==> src/rtl/pcrel_pkg.sv <==
package pcrel_pkg;
  localparam int unsigned REG_W = 4;
  localparam int unsigned OPC_W = 4;
  localparam int unsigned IMM_W = 12;
  localparam int unsigned WORD_W = 32;

  localparam logic [3:0] COND_ALWAYS = 4'b1110;
  localparam logic [OPC_W-1:0] OPC_ADD = 4'b0100;
  localparam logic [OPC_W-1:0] OPC_SUB = 4'b0010;
  localparam logic [REG_W-1:0] PC_REG = 4'd15;

  typedef struct packed {
    logic [OPC_W-1:0] opc;
    logic [REG_W-1:0] src;
    logic [REG_W-1:0] dst;
    logic [IMM_W-1:0] imm;
  } dp_fields_t;

  function automatic logic [WORD_W-1:0] pack_word(input dp_fields_t f);
    return {COND_ALWAYS, 2'b00, 1'b1, f.opc, 1'b0, f.src, f.dst, f.imm};
  endfunction
endpackage

==> src/rtl/pcrel_offset.sv <==
module pcrel_offset #(
  parameter int unsigned ADDR_W = 32,
  parameter int unsigned PIPE_AHEAD = 8
) (
  input  logic [ADDR_W-1:0] instr_addr_i,
  input  logic [ADDR_W-1:0] label_addr_i,
  output logic              neg_o,
  output logic [ADDR_W-1:0] mag_o
);
  localparam logic [ADDR_W-1:0] AHEAD = ADDR_W'(PIPE_AHEAD);

  logic [ADDR_W-1:0] pc_view;
  logic [ADDR_W-1:0] diff;

  always_comb begin
    pc_view = instr_addr_i + AHEAD;
    diff    = label_addr_i - pc_view;
    neg_o   = diff[ADDR_W-1];
    mag_o   = neg_o ? (~diff + 1'b1) : diff;
  end
endmodule

==> src/rtl/pcrel_split.sv <==
module pcrel_split #(
  parameter int unsigned ADDR_W = 32,
  parameter int unsigned SHORT_MAX = 255,
  parameter int unsigned IMM_W = 12
) (
  input  logic [ADDR_W-1:0] mag_i,
  input  logic              long_i,
  output logic [1:0]        cnt_o,
  output logic              err_o,
  output logic [IMM_W-1:0]  part0_o,
  output logic [IMM_W-1:0]  part1_o
);
  localparam logic [ADDR_W-1:0] SHORT_LIM = ADDR_W'(SHORT_MAX);
  localparam logic [ADDR_W-1:0] IMM_LIM   = ADDR_W'((1 << IMM_W) - 1);

  logic              fits_short;
  logic              fits_long;
  logic [ADDR_W-1:0] rem;

  always_comb begin
    fits_short = mag_i <= SHORT_LIM;
    rem        = mag_i - SHORT_LIM;
    fits_long  = rem <= IMM_LIM;
    cnt_o      = 2'd0;
    err_o      = 1'b0;
    part0_o    = '0;
    part1_o    = '0;
    if (fits_short) begin
      cnt_o   = 2'd1;
      part0_o = mag_i[IMM_W-1:0];
    end else if (long_i && fits_long) begin
      cnt_o   = 2'd2;
      part0_o = SHORT_LIM[IMM_W-1:0];
      part1_o = rem[IMM_W-1:0];
    end else begin
      err_o = 1'b1;
    end
  end
endmodule

==> src/rtl/pcrel_encode.sv <==
module pcrel_encode
  import pcrel_pkg::*;
#(
  parameter int unsigned SLOT = 0
) (
  input  logic              en_i,
  input  logic              neg_i,
  input  logic [REG_W-1:0]  dst_i,
  input  logic [IMM_W-1:0]  imm_i,
  output logic [WORD_W-1:0] word_o
);
  dp_fields_t f;

  always_comb begin
    f.opc  = neg_i ? OPC_SUB : OPC_ADD;
    // slot 0 reads the counter, slot 1 chains on the destination
    f.src  = (SLOT == 0) ? PC_REG : dst_i;
    f.dst  = dst_i;
    f.imm  = imm_i;
    word_o = en_i ? pack_word(f) : '0;
  end
endmodule

==> src/rtl/pcrel_gen.sv <==
module pcrel_gen
  import pcrel_pkg::*;
#(
  parameter int unsigned ADDR_W = 32,
  parameter int unsigned PIPE_AHEAD = 8,
  parameter int unsigned SHORT_MAX = 255
) (
  input  logic              clk_i,
  input  logic              rst_ni,
  input  logic              valid_i,
  input  logic [ADDR_W-1:0] instr_addr_i,
  input  logic [ADDR_W-1:0] label_addr_i,
  input  logic [REG_W-1:0]  dst_reg_i,
  input  logic              long_i,
  output logic              valid_o,
  output logic [WORD_W-1:0] word0_o,
  output logic [WORD_W-1:0] word1_o,
  output logic [1:0]        count_o,
  output logic              err_o
);
  localparam int unsigned SLOTS = 2;

  logic              neg;
  logic [ADDR_W-1:0] mag;
  logic [1:0]        cnt;
  logic              err;
  logic [IMM_W-1:0]  part [SLOTS];
  logic [WORD_W-1:0] word [SLOTS];

  pcrel_offset #(.ADDR_W(ADDR_W), .PIPE_AHEAD(PIPE_AHEAD)) u_offset (
    .instr_addr_i(instr_addr_i),
    .label_addr_i(label_addr_i),
    .neg_o       (neg),
    .mag_o       (mag)
  );

  pcrel_split #(.ADDR_W(ADDR_W), .SHORT_MAX(SHORT_MAX), .IMM_W(IMM_W)) u_split (
    .mag_i  (mag),
    .long_i (long_i),
    .cnt_o  (cnt),
    .err_o  (err),
    .part0_o(part[0]),
    .part1_o(part[1])
  );

  for (genvar s = 0; s < SLOTS; s++) begin : g_slot
    pcrel_encode #(.SLOT(s)) u_enc (
      .en_i  (cnt > 2'(s)),
      .neg_i (neg),
      .dst_i (dst_reg_i),
      .imm_i (part[s]),
      .word_o(word[s])
    );
  end

  always_ff @(posedge clk_i or negedge rst_ni) begin
    if (!rst_ni) begin
      valid_o <= 1'b0;
      word0_o <= '0;
      word1_o <= '0;
      count_o <= '0;
      err_o   <= 1'b0;
    end else if (valid_i) begin
      valid_o <= 1'b1;
      word0_o <= word[0];
      word1_o <= word[1];
      count_o <= cnt;
      err_o   <= err;
    end else begin
      valid_o <= 1'b0;
      word0_o <= '0;
      word1_o <= '0;
      count_o <= '0;
      err_o   <= 1'b0;
    end
  end
endmodule

==> config.mk <==
export PLATFORM = sky130hd
export DESIGN_NAME = pcrel_gen
export DESIGN_NICKNAME = d
export VERILOG_FILES = /design/src/rtl/pcrel_pkg.sv /design/src/rtl/pcrel_offset.sv /design/src/rtl/pcrel_split.sv /design/src/rtl/pcrel_encode.sv /design/src/rtl/pcrel_gen.sv
export SDC_FILE = /design/constraint.sdc
export NUM_CORES = 1
export LEC_CHECK = 0
export BUFFER_PORTS_ARGS = -buffer_cell sky130_fd_sc_hd__buf_2
export CAP_MARGIN = 5
export CORE_MARGIN = 4
export CORE_UTILIZATION = 30
export DETAILED_ROUTE_END_ITERATION = 8
export PLACE_DENSITY_LB_ADDON = 0.12
export SETUP_SLACK_MARGIN = 0.5
export SLEW_MARGIN = 20
export SYNTH_ARGS = -nofsm -noshare
export SYNTH_HDL_FRONTEND = slang
export SYNTH_SLANG_ARGS = --single-unit
==> constraint.sdc <==
create_clock -name clk_i -period 1.4 [get_ports clk_i]
set_clock_uncertainty 0.05 [all_clocks]
set_input_delay 0.21 -clock clk_i [delete_from_list [all_inputs] [get_ports clk_i]]
set_output_delay 0.21 -clock clk_i [all_outputs]
set_load 0.1 [all_outputs]
==> summary.md <==
| Metric | Value |
|---|---|
| Dpl cell area | `9850 um^2` |
| Count of final hold-check violations | `0` |
| Ant diodes | `0` |
| Top Ports | `140` |
| Fin crit period | `5.23 ns` |
| Final setup margin | `-3.83 ns` |
| Leakage | `5.15 nW` |
| Tightest Pin Transition | `0.663 ns` |
| Unrepaired setup endpoints after global routing | `true` |
| Routed wire length | `20100 um` |
| Nets | `1371` |
| Synth top area cells | `dfrtp_1, ha_1, inv_1` |
| Initial antenna violation count | `0` |
| Yosys top cell by area | `dfrtp_1` |
| Fillers | `2064` |
| Fraction of registers with async set/reset | `100%` |
| Syn Area/Cell | `7.56 um^2` |
| Prevailing post-synth register cell | `dfrtp_1` |
| Fin area | `10900 um^2` |
| Core footprint | `21000 um^2` |
| Crit end category | `flip-flop` |
| Synth cell types | `99` |
| Sink Count | `42` |
| Required time worst endpoint | `1.56 ns` |
| Commonest cells post-synth | `inv_1, nand2_1, nor2_1` |
| Status | `finished with violations` |
| Count leader, synth | `inv_1` |
| Antenna viol nets, final | `0` |
| Hold/Removal Path Class | `primary input to flip-flop` |
| Violated checks | `negative setup slack` |
| EDFF count, synth | `0` |
| Period utilization | `373%` |
| Die height | `154 um` |
| Area growth from synthesis to layout | `71.5%` |
| Grt total ovfl | `0` |
| Register area share after synthesis | `16.5%` |
| Fin util | `52.1%` |
| Total Routing Usage GR | `16.1%` |
| Htree depth | `2` |
| Rows | `53` |
| Max-slew violation count | `0` |
| CP arrival | `5.38 ns` |
| DIE AREA | `23600 um^2` |
| Vias | `7079` |
| Worst-case clock buffer depth | `2` |
| Pre-CTS setup slack | `-4.23 ns` |
| FF+latch count, synth | `42` |
| Slew HR | `55.4%` |
| Detailed Route Iter0 Violations | `273` |
| Crit Path Max Fanout | `7` |
| Vias/cell | `4.68` |
| First-pass GRT wire length | `32800 um` |
| Worst vdd ir | `0.459 mV` |
| Share of layout cells above drive strength 1 | `47.8%` |
| Gpl congestion | `0.882` |
| Synth top area share | `16.5%` |
| Drt first pass iters | `4` |
| Pwr dens | `914 nW/um^2` |
| Post-Synthesis Cell Area | `6370 um^2` |
| CTS clk-pin slew, worst paths | `0.05 ns` |
| Drt drc | `0` |
| CP Launch Point | `label_addr_i[1]` |
| Post-Syn Instances | `843` |
| Clock buffer count from CTS | `5` |
| Fmax | `191 MHz` |
| Hold Path Origin | `dst_reg_i[0]` |
| Starting Density | `30.4%` |
| Port Buf Inserts | `127` |
| Final setup fails | `37` |
| Max Cap Violations | `0` |
| WL per Instance | `13.3 um` |
| Setup CP Type | `primary input to flip-flop` |
| Synth Warn # | `0` |
| Pin count of the biggest net entering global routing | `43` |
| Startpoint Class | `primary input` |
| CTS tree | `built` |
| Detailed Place HPWL | `16300 um` |
| Clock root buffer | `clkbuf_16` |
| Number of global-route vias before repair | `6798` |
| Die width | `154 um` |
worst max-delay path: stages:
cell	delay [ns]
buf_6	0.10
ha_4	0.23
ha_4	0.16
fa_2	0.38
a21o_1	0.21
a221o_1	0.41
buf_6	0.17
xnor2_2	0.13
and4_4	0.17
buf_4	0.14
nand2_2	0.07
nor4_1	0.10
or4_1	0.58
a2111o_1	0.33
o211ai_2	0.10
o2111ai_1	0.12
or4_1	0.40
or4_4	0.43
or4b_4	0.66
clkbuf_16	0.22
nor2_4	0.07
through the flow:
step           cells  TNS, ns  power (mW)  hold WS (ns)
5_1_grt         1511  -147.16        10.8         0.119
3_5_place_dp    1482  -153.75        8.45         0.149
6_report        1511  -139.10        9.99         0.114
2_1_floorplan    858  -161.09        5.36        -0.136
3_3_place_gp    1482  -151.41        8.43         0.152
4_1_cts         1499  -136.87        9.78        0.0882
kinds of logic after synthesis:
family                   after synthesis  share of synthesized area [%]
AND/OR/NAND/NOR                      305                           26.2
multiplexers                          13                           2.22
buffers and inverters                160                           11.8
other                                  1                         0.0588
adder cells (fa/ha/maj)               64                           12.7
flip-flops                            42                           16.5
AO/OA/AOI/OAI                        210                           23.8
XOR/XNOR                              48                           6.72
power by group:
group	internal [mW]	switching, mW
sequential	1.23	0.00834
clock	0.705	0.416
combinational	3.72	3.91
total	5.66	4.33
layer usage:
metal	vias up	part of all wire, %	GRT usage (%)
met5	-	0	0
met4	0	0.90	2.69
met3	11	2.9	1.21
met2	126	47	27.5
met1	3219	49	22.7
li1	3723	-	-
cells in the final DEF, fill, tap and decap left out, types with 8 or more instances in the layout:
cell,n
buf_12,58
buf_2,69
nor2_4,13
dfrtp_4,40
xor2_1,16
or3_1,8
nand4_1,17
nand2_1,67
nor3_1,20
ha_1,56
o21ai_2,11
conb_1,16
nor2_1,57
a21oi_1,49
nand3_1,21
buf_4,285
o21ai_0,27
inv_1,102
a21o_1,10
o211ai_1,10
and2_1,13
xnor2_1,29
worst paths after layout:
check | cells past startpoint | endpoint | slack (ns)
max | 21 | word1_o[7] | -3.83
min | 3 | word1_o[16] | 0.11
max in group asynchronous | 3 | word0_o[23] | 0.68
min in group asynchronous | 3 | word0_o[2] | 0.40
sequential cells by signal, indices dropped and copies added (netlist names):
signal,count
word1_o,19
err_o,1
count_o,2
word0_o,19
valid_o,1
timing repair:
item	4_1_cts	5_1_grt
pin swaps	10	20
hold buffers	1	0
gates resized for setup	132	45
cloned	2	1
setup endpoints to repair	93	93
setup buffers	6	11
hold endpoints to repair	42	0
final cells by class:
cell class | instances | area, um^2 | share of cell area [%]
timing repair buffer | 423 | 3810 | 34.9
clock buffer | 7 | 143 | 1.31
inverter | 107 | 404 | 3.70
clock inverter | 1 | 5.00 | 0.0458
tap | 275 | 344 | 3.15
multi-input combinational | 656 | 5020 | 45.9
sequential | 42 | 1200 | 11.0
(Power assumes the default switching activity.)
